File: src/rtl/bb_pkg.sv
package bb_pkg;

    typedef enum logic [1:0] {
        ST_IDLE  = 2'd0,
        ST_FETCH = 2'd1,
        ST_STORE = 2'd2,
        ST_REPLY = 2'd3
    } bb_state_e;

endpackage

File: src/rtl/bb_alias_dec.sv
// One alias window: hit detection and translation to backing word and bit.
module bb_alias_dec #(
    parameter int              ADDR_W      = 32,
    parameter int              DATA_W      = 32,
    parameter int              POS_W       = $clog2(DATA_W),
    parameter logic [ADDR_W-1:0] ALIAS_BASE  = '0,
    parameter logic [ADDR_W-1:0] ALIAS_SPAN  = '0,
    parameter logic [ADDR_W-1:0] TARGET_BASE = '0
) (
    input  logic [ADDR_W-1:0] addr,
    output logic              hit,
    output logic [ADDR_W-1:0] word_addr,
    output logic [POS_W-1:0]  bit_pos
);
    localparam int LANE_B = $clog2(DATA_W / 8);   // byte lane index bits
    localparam int SHIFT  = $clog2(DATA_W);       // alias bytes per backing byte

    logic [ADDR_W-1:0] offset;
    logic [ADDR_W-1:0] byte_addr;

    assign offset    = addr - ALIAS_BASE;
    assign hit       = (offset < ALIAS_SPAN);
    assign byte_addr = TARGET_BASE + (offset >> SHIFT);
    assign word_addr = {byte_addr[ADDR_W-1:LANE_B], {LANE_B{1'b0}}};
    // little-endian: lane index selects the byte within the word
    assign bit_pos   = {byte_addr[LANE_B-1:0], offset[LANE_B+2:LANE_B]};
endmodule

File: src/rtl/bb_bit_merge.sv
// Single-bit extract and replace on a data word.
module bb_bit_merge #(
    parameter int DATA_W = 32,
    parameter int POS_W  = $clog2(DATA_W)
) (
    input  logic [DATA_W-1:0] word,
    input  logic [POS_W-1:0]  pos,
    input  logic              new_bit,
    output logic [DATA_W-1:0] merged,
    output logic              picked
);
    always_comb begin
        merged      = word;
        merged[pos] = new_bit;
    end

    assign picked = word[pos];
endmodule

File: src/rtl/bb_rmw_fsm.sv
// Sequencer for the locked read-modify-write on the memory side.
module bb_rmw_fsm
    import bb_pkg::*;
(
    input  logic      clk,
    input  logic      rst_n,
    input  logic      start,
    input  logic      is_write,
    input  logic      mem_ack,
    output bb_state_e state,
    output logic      load,
    output logic      fetch_done,
    output logic      mem_req,
    output logic      mem_we,
    output logic      mem_lock,
    output logic      reply
);
    bb_state_e state_nx;

    always_ff @(posedge clk or negedge rst_n) begin
        if (!rst_n) state <= ST_IDLE;
        else        state <= state_nx;
    end

    always_comb begin
        state_nx = state;
        unique case (state)
            ST_IDLE:  if (start)   state_nx = ST_FETCH;
            ST_FETCH: if (mem_ack) state_nx = is_write ? ST_STORE : ST_REPLY;
            ST_STORE: if (mem_ack) state_nx = ST_REPLY;
            ST_REPLY:              state_nx = ST_IDLE;
            default:               state_nx = ST_IDLE;
        endcase
    end

    always_comb begin
        load       = 1'b0;
        fetch_done = 1'b0;
        mem_req    = 1'b0;
        mem_we     = 1'b0;
        mem_lock   = 1'b0;
        reply      = 1'b0;
        unique case (state)
            ST_IDLE:  load = start;
            ST_FETCH: begin
                mem_req    = 1'b1;
                mem_lock   = 1'b1;
                fetch_done = mem_ack;
            end
            ST_STORE: begin
                mem_req  = 1'b1;
                mem_we   = 1'b1;
                mem_lock = 1'b1;
            end
            ST_REPLY: reply = 1'b1;
            default:  ;
        endcase
    end
endmodule

File: src/rtl/bitband_xlate.sv
// Bit-band alias translator between one master and the memory side.
module bitband_xlate
    import bb_pkg::*;
#(
    parameter int                ADDR_W            = 32,
    parameter int                DATA_W            = 32,
    parameter logic [ADDR_W-1:0] SRAM_ALIAS_BASE   = 32'h2200_0000,
    parameter logic [ADDR_W-1:0] SRAM_ALIAS_SPAN   = 32'h0020_0000,
    parameter logic [ADDR_W-1:0] SRAM_TARGET       = 32'h2000_0000,
    parameter logic [ADDR_W-1:0] PERIPH_ALIAS_BASE = 32'h4200_0000,
    parameter logic [ADDR_W-1:0] PERIPH_ALIAS_SPAN = 32'h0060_0000,
    parameter logic [ADDR_W-1:0] PERIPH_TARGET     = 32'h4000_0000
) (
    input  logic              clk,
    input  logic              rst_n,
    input  logic              m_req,
    input  logic              m_core,
    input  logic              m_we,
    input  logic [ADDR_W-1:0] m_addr,
    input  logic [DATA_W-1:0] m_wdata,
    output logic              m_ack,
    output logic [DATA_W-1:0] m_rdata,
    output logic              s_req,
    output logic              s_we,
    output logic              s_lock,
    output logic [ADDR_W-1:0] s_addr,
    output logic [DATA_W-1:0] s_wdata,
    input  logic              s_ack,
    input  logic [DATA_W-1:0] s_rdata
);
    localparam int POS_W   = $clog2(DATA_W);
    localparam int NUM_WIN = 2;
    localparam logic [ADDR_W-1:0] WIN_BASE [NUM_WIN] = '{SRAM_ALIAS_BASE, PERIPH_ALIAS_BASE};
    localparam logic [ADDR_W-1:0] WIN_SPAN [NUM_WIN] = '{SRAM_ALIAS_SPAN, PERIPH_ALIAS_SPAN};
    localparam logic [ADDR_W-1:0] WIN_TGT  [NUM_WIN] = '{SRAM_TARGET, PERIPH_TARGET};

    logic              win_hit  [NUM_WIN];
    logic [ADDR_W-1:0] win_word [NUM_WIN];
    logic [POS_W-1:0]  win_pos  [NUM_WIN];

    for (genvar g = 0; g < NUM_WIN; g++) begin : g_win
        bb_alias_dec #(
            .ADDR_W     (ADDR_W),
            .DATA_W     (DATA_W),
            .POS_W      (POS_W),
            .ALIAS_BASE (WIN_BASE[g]),
            .ALIAS_SPAN (WIN_SPAN[g]),
            .TARGET_BASE(WIN_TGT[g])
        ) i_dec (
            .addr     (m_addr),
            .hit      (win_hit[g]),
            .word_addr(win_word[g]),
            .bit_pos  (win_pos[g])
        );
    end

    logic              any_hit;
    logic [ADDR_W-1:0] sel_word;
    logic [POS_W-1:0]  sel_pos;

    always_comb begin
        any_hit  = 1'b0;
        sel_word = '0;
        sel_pos  = '0;
        for (int i = NUM_WIN - 1; i >= 0; i--) begin
            if (win_hit[i]) begin
                any_hit  = 1'b1;
                sel_word = win_word[i];
                sel_pos  = win_pos[i];
            end
        end
    end

    // sequencer
    bb_state_e state;
    logic      alias_take, load, fetch_done;
    logic      fsm_req, fsm_we, fsm_lock, fsm_reply;
    logic      we_q, nbit_q;
    logic [ADDR_W-1:0] word_q;
    logic [POS_W-1:0]  pos_q;
    logic [DATA_W-1:0] data_q;
    logic [DATA_W-1:0] merged;
    logic              picked;

    assign alias_take = m_req && m_core && any_hit;

    bb_rmw_fsm i_fsm (
        .clk       (clk),
        .rst_n     (rst_n),
        .start     (alias_take),
        .is_write  (we_q),
        .mem_ack   (s_ack),
        .state     (state),
        .load      (load),
        .fetch_done(fetch_done),
        .mem_req   (fsm_req),
        .mem_we    (fsm_we),
        .mem_lock  (fsm_lock),
        .reply     (fsm_reply)
    );

    always_ff @(posedge clk or negedge rst_n) begin
        if (!rst_n) begin
            word_q <= '0;
            pos_q  <= '0;
            we_q   <= 1'b0;
            nbit_q <= 1'b0;
            data_q <= '0;
        end else begin
            if (load) begin
                word_q <= sel_word;
                pos_q  <= sel_pos;
                we_q   <= m_we;
                nbit_q <= m_wdata[0];
            end
            if (fetch_done) data_q <= s_rdata;
        end
    end

    bb_bit_merge #(.DATA_W(DATA_W), .POS_W(POS_W)) i_merge (
        .word   (data_q),
        .pos    (pos_q),
        .new_bit(nbit_q),
        .merged (merged),
        .picked (picked)
    );

    // port steering
    logic pass;
    assign pass = (state == ST_IDLE) && !alias_take;

    always_comb begin
        if (pass) begin
            s_req   = m_req;
            s_we    = m_we;
            s_addr  = m_addr;
            s_wdata = m_wdata;
            m_ack   = s_ack;
            m_rdata = s_rdata;
        end else begin
            s_req   = fsm_req;
            s_we    = fsm_we;
            s_addr  = word_q;
            s_wdata = merged;
            m_ack   = fsm_reply;
            m_rdata = we_q ? '0 : {{(DATA_W-1){1'b0}}, picked};
        end
        s_lock = fsm_lock;
    end
endmodule

File: config.mk
export PLATFORM = sky130hd
export DESIGN_NAME = bitband_xlate
export DESIGN_NICKNAME = d
export VERILOG_FILES = /design/src/rtl/bb_pkg.sv /design/src/rtl/bb_alias_dec.sv /design/src/rtl/bb_bit_merge.sv /design/src/rtl/bb_rmw_fsm.sv /design/src/rtl/bitband_xlate.sv
export SDC_FILE = /design/constraint.sdc
export NUM_CORES = 1
export LEC_CHECK = 0
export BUFFER_PORTS_ARGS = -buffer_cell sky130_fd_sc_hd__buf_2
export CAP_MARGIN = 20
export CORE_MARGIN = 4
export CORE_UTILIZATION = 35
export DETAILED_ROUTE_END_ITERATION = 10
export GPL_TIMING_DRIVEN = 0
export PLACE_DENSITY = 0.69
export SYNTH_ARGS = -nofsm -noshare
export SYNTH_HDL_FRONTEND = slang
export SYNTH_HIERARCHICAL = 1
export SYNTH_SLANG_ARGS = --single-unit
File: constraint.sdc
create_clock -name clk -period 11.99 [get_ports clk]
set_input_delay 2.398 -clock clk [delete_from_list [all_inputs] [get_ports clk]]
set_output_delay 2.398 -clock clk [all_outputs]
set_load 0.01 [all_outputs]
# ---- Word-level counts from Yosys, hierarchy flattened
# Index checks and enable logic that the tools add are counted.
dict set report word_totals {
  ff_bits 73
  inputBits 102
}
dict set report op_classes {
  n_reduce_logical 8
  n_lt_le_gt_ge 4
  n_eq_ne 6
  n_mux 28
  addsub 4
}
# op count
set op_table {}
lappend op_table {{two-way mux 32 bit} 5}
lappend op_table {{adder 31 x 27 -> 32 bit (first input constant)} 1}
lappend op_table {{bitwise mux 32 bit} 1}
lappend op_table {{< comparator 32 x 22 -> 1 bit (second input constant)} 1}
lappend op_table {{< comparator 32 x 23 -> 1 bit (second input constant)} 1}
lappend op_table {{subtractor 32 x 30 -> 32 bit (second input constant)} 1}
lappend op_table {{subtractor 32 x 31 -> 32 bit (second input constant)} 1}
lappend op_table {{adder 30 x 27 -> 31 bit (first input constant)} 1}
lappend op_table {{two-way mux 1 bit} 14}
lappend op_table {{two-way mux 5 bit} 2}
lappend op_table {{one-hot mux 2 bit (4 select lines)} 1}
lappend op_table {{< comparator 5 x 6 -> 1 bit (second input constant)} 1}
lappend op_table {{two-way mux 2 bit} 3}
lappend op_table {{!= test 2 bit (second input constant)} 3}
lappend op_table {{binary-select mux 1 bit (select 5 bit)} 1}
lappend op_table {{demux 1 bit (select 5 bit)} 1}
lappend op_table {{greater-or-equal comparator 5 x 1 -> 1 bit (second input constant)} 1}
lappend op_table {{equality test 2 bit (second input constant)} 2}
lappend op_table {{logical AND 1 bit} 4}
lappend op_table {{AND reduction 3 bit} 1}
lappend op_table {{equality test 2 x 1 -> 1 bit (second input constant)} 1}
lappend op_table {{zero test 2 bit} 1}
lappend op_table {{OR reduction 2 bit} 1}
lappend op_table {{zero test 1 bit} 1}

# ---- Depth between registers and ports, before layout
# Gate-level depths: netlist of run 1.
dict set report depth {
  word_depth 8
  ltp_mapped 12
  ltp_nobuf 10
}

# ---- By module
# Netlist of run 1, hierarchy kept.
# module area_per_inst_um2 instances cells_per_inst
set by_module_without_submodules {}
lappend by_module_without_submodules {bitband_xlate 4026.4 1 353}
lappend by_module_without_submodules {bb_bit_merge 1049.8 1 139}
lappend by_module_without_submodules {{bb_alias_dec (g_win[0].i_dec)} 394.1 1 53}
lappend by_module_without_submodules {{bb_alias_dec (g_win[1].i_dec)} 370.4 1 52}
lappend by_module_without_submodules {bb_rmw_fsm 209.0 1 20}

# ---- Worst setup path before layout of run 1
# No wires, ideal clock.
dict set report synth_path {
  path_kind {input-to-output}
  start {in m_addr[25]}
  end {out m_rdata[0]}
  path_buffers 3
  required_ns 9.592
  path_stages 12
  arrival_ns 4.682
  setup_slack_ns 4.910
  cell_sequence {inv_1 -> ha_1 -> inv_1 -> o41ai_2 -> xor2_1 -> nor4_1 -> o211a_1 -> or3_1 -> clkbuf_1 -> buf_6 -> buf_6 -> mux2_4}
}
# item line
set synth_rtl {}
lappend synth_rtl {{start: declaration} bitband_xlate.sv:19} ;# input logic [ADDR_W-1:0] m_addr,
lappend synth_rtl {{end: declaration} bitband_xlate.sv:22} ;# output logic [DATA_W-1:0] m_rdata,

==> impl_results.md, run 1 <==
- Total grt overflow: 0
- Master of the slowest instance on the critical path: nor4_1
- Core Util, Final: 0.459
- Area contributors post-synth: dfrtp_1 30%, mux2_2 19%, buf_4 7.8%
- Maximum vdd drop: 0.0855 mV
- Async S/R FF share, synth: 1.00
- Pre-CTS WS: 3.87 ns
- I/O Pins: 202
- Measured slew at the worst slew-check pin: 1.02 ns
- Worst-path clk slew: 0.06 ns
- Post-Synthesis Cells: 617
- HP Class: reg -> reg
- Slew HR: 0.308
- Max Fanout on Critical Path: 10
- Hold violation count in the final report: 0
- RSZ-0062 raised after global routing: false
- Max Freq: 0.123 GHz
- Syn Area/Cell: 9.80 um^2
- CTS tree: built
- Mux share of post-synthesis cell area: 0.293
- Vias: 5,236
- PD cells: 181 nW/um^2
- Yosys warnings: 6
- Synth unique cells: 56
- Setup crit start kind: input pin
- Internal Power: 879 uW
- Main combinational cell family by area after synthesis: multiplexers
- Fin. max-slew vios: 0
- Clock period minus worst slack: 8.10 ns
- Prevailing post-synth register cell: dfrtp_1
- Final Cycle Share: 0.676
- Drt first pass iters: 4
- Critical Path RT: 9.59 ns
- Core area: 16,800 um^2
- Total Routing Usage GR: 0.185
- Buf/Inv on CP: 6
- Max cap viols: 0
- Min-delay src: data_q[0]
- Part of the power in registers: 0.260
- CTS root buffer: clkbuf_16
- Switching component of the power: 511 uW
- R2R Setup Slk: 9.63 ns
- Clk_lat worst skew: 0.34 ns
- Combinational Power Share: 0.548
- Die height: 139 um
- Register area share after synthesis: 0.302
- Inserted Diodes: 0
- Clock skew: 0.00487 ns
- Area growth from synthesis to layout: 27.0%
- Antenna violations before repair: 1
- Yosys reg bits: 73
- Synth Area in Simple Gates: 0.143
- Residual DRC: 0
- Clock Sinks: 73
- Hold slack: 0.532 ns
- Routed Antenna Nets: 0
- EDFF count, synth: 0
- Worst Setup Slack, final: 3.89 ns
- Critical path capture point type: output port
- Worst EP arrival: 5.70 ns
- Final WL: 18.4 mm
- P_leak: 0.00372 uW
- Die Footprint: 19,500 um^2
- First-pass GRT wire length: 28.9 mm
- Critical-path cell list: buf_2 > inv_1 > ha_1 > nand2_1 > a2111oi_2 > nand4_1 > nor4_1 > o211a_1 > or3_1 > clkbuf_1 > buf_6 > buf_6 > mux2_4 > buf_2
- Top Family by Delay on Critical Path: buffers and inverters
- Yosys top cell by area: dfrtp_1
- Post CTS Setup Buffer Count: 0
- Share of layout cells above drive strength 1: 0.520
- Largest stage delay, worst path: 0.66 ns
- Initial drt markers: 268
- Status: completed
- Routed wire per std cell: 17.3 um
- Vias in the first global route: 5,242
- Clock network power share: 0.192
- CP startpoint: m_addr[25]
- # rows: 47
- Worst reg2reg path startpoint: i_fsm/state[1]
- Final setup viols: 0
- Initial Utilization: 0.361
- Net Sw Frac: 0.368
- Port bufs: 201
- Post-cts sizing count: 0
- Synth top area share: 0.302
- Compound-gate portion of the synthesized area: 0.110
- Post-synthesis xor/xnor area fraction: 0.0116
- Critical path class: in -> out
- CTS Hold Buffers Added: 0
- Cts bufs inserted: 9
- Total power: 1390 uW
- Synthesized area: 6050 um^2
- H-tree depth: 3
- Post-DP HPWL: 14.2 mm
- Vias per cell: 4.92
- Largest net degree at the start of global routing: 41
- Setup TNS: 0 ns
- Die Wd: 139 um
- Synth Area in Adders: 0.0145
- GP Congestion: 0.905
- NumNets Final: 949
- Max clock buf depth: 2
## synth_stat cells (12+ instances only)
library cell  instances
and2_1               33
clkbuf_1             21
nor2_1               55
dfrtp_1              73
buf_4                63
a22oi_1              36
mux2i_1              15
mux2_4               30
a21oi_1              36
nand2_1              21
mux2_2              101
inv_1                12
## final timing paths
kind,endpoint,cells after the start
max,s_addr[29],14
min,data_q[0],1
max reg2reg,data_q[26],6
min reg2reg,data_q[0],1
max in group asynchronous,word_q[30],2
min in group asynchronous,data_q[18],1
## flip-flops by register name, indices dropped and copies added, names as in the netlist
name and flops:
i_fsm/state 2, nbit_q 1, word_q 32, data_q 32
we_q 1, pos_q 5
## logic make-up (layout without fill, tap and decap cells)
family | count (synthesis) | count (layout)
simple gates | 163 | 163
mux | 149 | 149
buf+inv | 118 | 336
compound gates | 95 | 95
flops | 73 | 73
xor+xnor | 8 | 8
fa+ha+maj | 7 | 7
other cells | 4 | 14
## layout make-up
class	count	area, um^2
buffer	106	704
clock buffer	14	284
clock inverter	2	10.0
fill	1658	9070
inverter	12	45.0
multi-input combinational	436	3510
sequential	73	1830
tap	220	275
timing repair buffer	202	1030
## cell usage in the layout (no fill, tap or decap), types with 3 or more instances in the layout
master and instances:
a21oi_1 36, a22oi_1 36, a31oi_1 3, and2_1 33, buf_1 6, buf_2 208, buf_4 64, buf_6 8
clkbuf_1 22, clkbuf_16 9, clkbuf_8 4, conb_1 14, dfrtp_1 73, ha_1 7, inv_1 12, mux2_1 3
mux2_2 101, mux2_4 30, mux2i_1 15, nand2_1 21, nand2b_1 3, nand3_1 9, nand3b_1 5, nor2_1 55
nor2b_1 4, nor3_1 8, nor3_2 3, nor4b_1 3, o221ai_1 5, or3_1 3, or3b_1 3, xor2_1 6
## worst reg2reg max path: stages (launching register included)
cell and delay [ns]:
dfrtp_1 0.46, inv_1 0.15, ha_1 0.24, and2_1 0.15
clkbuf_1 0.29, buf_1 0.54, mux2_2 0.41
## layer usage
| metal | share of wire | global-route usage |
|---|---|---|
| met4 | 0.012 | 0.0330 |
| met3 | 0.067 | 0.0518 |
| met1 | 0.44 | 0.236 |
| met2 | 0.48 | 0.317 |
| met5 | 0.00071 | 0 |
## power groups by stage
stage	clock network (uW)	registers, uW	logic (uW)
after global placement	0	362	764
after floorplan	0	345	521
after CTS	275	362	774
after detailed placement	0	366	767
after global routing	287	370	827
final	267	361	763
## through the flow
step | area (um^2) | cells
detailed placement | 7390 | 1049
global route | 7680 | 1065
CTS | 7680 | 1065
finish | 7680 | 1065
global placement | 7370 | 1048
floorplan | 6090 | 627
Note: power is estimated with default switching activity, not from simulation.
==> run 2, diff against run 1 <==
--- a/config.mk
+++ b/config.mk
@@ -11,7 +11,7 @@
 export CORE_UTILIZATION = 35
 export DETAILED_ROUTE_END_ITERATION = 10
 export GPL_TIMING_DRIVEN = 0
-export PLACE_DENSITY = 0.69
+export PLACE_DENSITY = 0.71
 export SYNTH_ARGS = -nofsm -noshare
 export SYNTH_HDL_FRONTEND = slang
 export SYNTH_HIERARCHICAL = 1
==> constraint.sdc (replaced) <==
create_clock -name clk -period 6.8 [get_ports clk]
set_input_delay 1.36 -clock clk [delete_from_list [all_inputs] [get_ports clk]]
set_output_delay 1.36 -clock clk [all_outputs]
set_load 0.01 [all_outputs]
==> run 2 against run 1 <==
Compared with the run above:
- worst setup slack got worse by 3.1 ns
- critical path depth decreased by 1
- highest routed layer unchanged
- clock-buffer cell count decreased by 3
- clock skew increased by 0.0094 ns
- design area decreased by 0.31%
- critical path type unchanged
- largest cell class unchanged
==> impl_results.md, run 2 (synthesis results as in run 1) <==
- Clk_lat worst skew: 0.35 ns
- Worst-path clk slew: 0.05 ns
- Post CTS Setup Buffer Count: 0
- Inserted Diodes: 0
- Buf/Inv on CP: 5
- Max clock buf depth: 2
- Clock skew: 0.0142 ns
- Total Routing Usage GR: 0.189
- NumNets Final: 949
- Placed cells: 1,049
- Critical path class: in -> out
- CTS root buffer: clkbuf_16
- Post-cts sizing count: 0
- Core area: 16,800 um^2
- Hold violation count in the final report: 0
- Residual DRC: 0
- Clock Sinks: 73
- Worst EP arrival: 4.69 ns
- Master of the slowest instance on the critical path: nor4_1
- Port bufs: 201
- I/O Pins: 202
- Max Fanout on Critical Path: 10
- Routed Antenna Nets: 0
- Drt first pass iters: 4
- Clock period minus worst slack: 6.05 ns
- GP Congestion: 0.867
- Most common cell after layout, fill and taps aside: buf_2
- Top Family by Delay on Critical Path: simple AND/OR/NAND/NOR gates
- Largest stage delay, worst path: 0.66 ns
- # rows: 47
- PD cells: 316 nW/um^2
- Vias per cell: 4.93
- Fill cell total of the finished layout: 1,612
- Cts bufs inserted: 9
- Antenna violations before repair: 1
- Critical Path RT: 5.44 ns
- Final WL: 18.4 mm
- Slew HR: 0.283
- HP Class: reg -> reg
- Max Freq: 0.165 GHz
- Max cap viols: 0
- Maximum vdd drop: 0.150 mV
- Setup TNS: 0 ns
- Initial drt markers: 342
- CTS Hold Buffers Added: 0
- RSZ-0062 raised after global routing: false
- Area growth from synthesis to layout: 26.6%
- Final Cycle Share: 0.889
- H-tree depth: 3
- Largest net degree at the start of global routing: 46
- Routed wire per std cell: 17.3 um
- Total grt overflow: 0
- Non-filler instance count after layout: 1,064
- Share of layout cells above drive strength 1: 0.519
- P_leak: 0.00371 uW
- Final setup viols: 0
- Critical path capture point type: output port
- Fin. max-slew vios: 0
- Initial Utilization: 0.361
- Die Footprint: 19,500 um^2
- Status: completed
- Largest regs: data_q x32, word_q x32, pos_q x5
- Vias in the first global route: 5,503
- CTS tree: built
- First-pass GRT wire length: 29.9 mm
- Die Wd: 139 um
- Critical-path cell list: buf_2 > inv_1 > ha_1 > nand2_1 > a2111oi_2 > nand4_1 > nor4_1 > o211a_1 > or3_1 > clkbuf_1 > buf_2 > mux2_2 > buf_2
- Die height: 139 um
- CP most frequent cell: buf_2
- Setup crit start kind: input pin
- Most frequent cells in the layout: 208 x buf_2, 101 x mux2_2, 73 x dfrtp_1, 64 x buf_4, 55 x nor2_1
- Vias: 5,248
- Post-DP HPWL: 14.2 mm
- Measured slew at the worst slew-check pin: 1.06 ns
==> run 2: cell count changes in the layout (fill, tap and decap cells not counted), sizes merged <==
cell / before / now
clkbuf: 35 / 32
clkinv: 2 / 4
==> run 2: final timing paths <==
kind | start | end | slack [ns] | depth (start not counted)
max reg2reg | i_fsm/state[1] | data_q[26] | 4.48 | 6
min | data_q[2] | data_q[2] | 0.53 | 1
min in group asynchronous | rst_n | word_q[26] | 0.96 | 1
min reg2reg | data_q[2] | data_q[2] | 0.53 | 1
max | m_addr[25] | s_wdata[29] | 0.75 | 13
max in group asynchronous | rst_n | word_q[12] | 5.27 | 2
==> run 2: area by class of cell <==
type                            count  area (um^2)  area share
Multi-Input combinational cell    436         3510       0.458
Sequential cell                    73         1830       0.238
Timing Repair Buffer              202         1040       0.135
Buffer                            106          704      0.0919
Tap cell                          220          275      0.0359
Clock buffer                       11          243      0.0317
Inverter                           12         45.0     0.00588
Clock inverter                      4         20.0     0.00261
==> run 2: per-layer routing <==
layer	part of all wire	routed length (um)	track usage
met5	0.00038	7	0
met4	0.020	371	0.0510
met3	0.071	1300	0.0542
met2	0.47	8740	0.317
met1	0.43	7980	0.240
==> run 2: report_power, final <==
group	internal [uW]	switching (uW)	leakage [uW]	total, uW
clock	252	188	0.000135	441
sequential	546	91.4	0.000944	637
combinational	719	626	0.00263	1350
==> run 2: through the flow <==
stage	cell area [um^2]	setup WS (ns)	util	hold WS [ns]	total power (uW)
6_report	7660	0.754	0.457	0.530	2420
3_3_place_gp	7370	0.733	0.440	0.508	1990
4_1_cts	7660	0.765	0.457	0.535	2460
5_1_grt	7660	0.467	0.457	0.544	2590
2_1_floorplan	6090	1.80	-	0.484	1530
3_5_place_dp	7400	0.769	0.441	0.522	2000
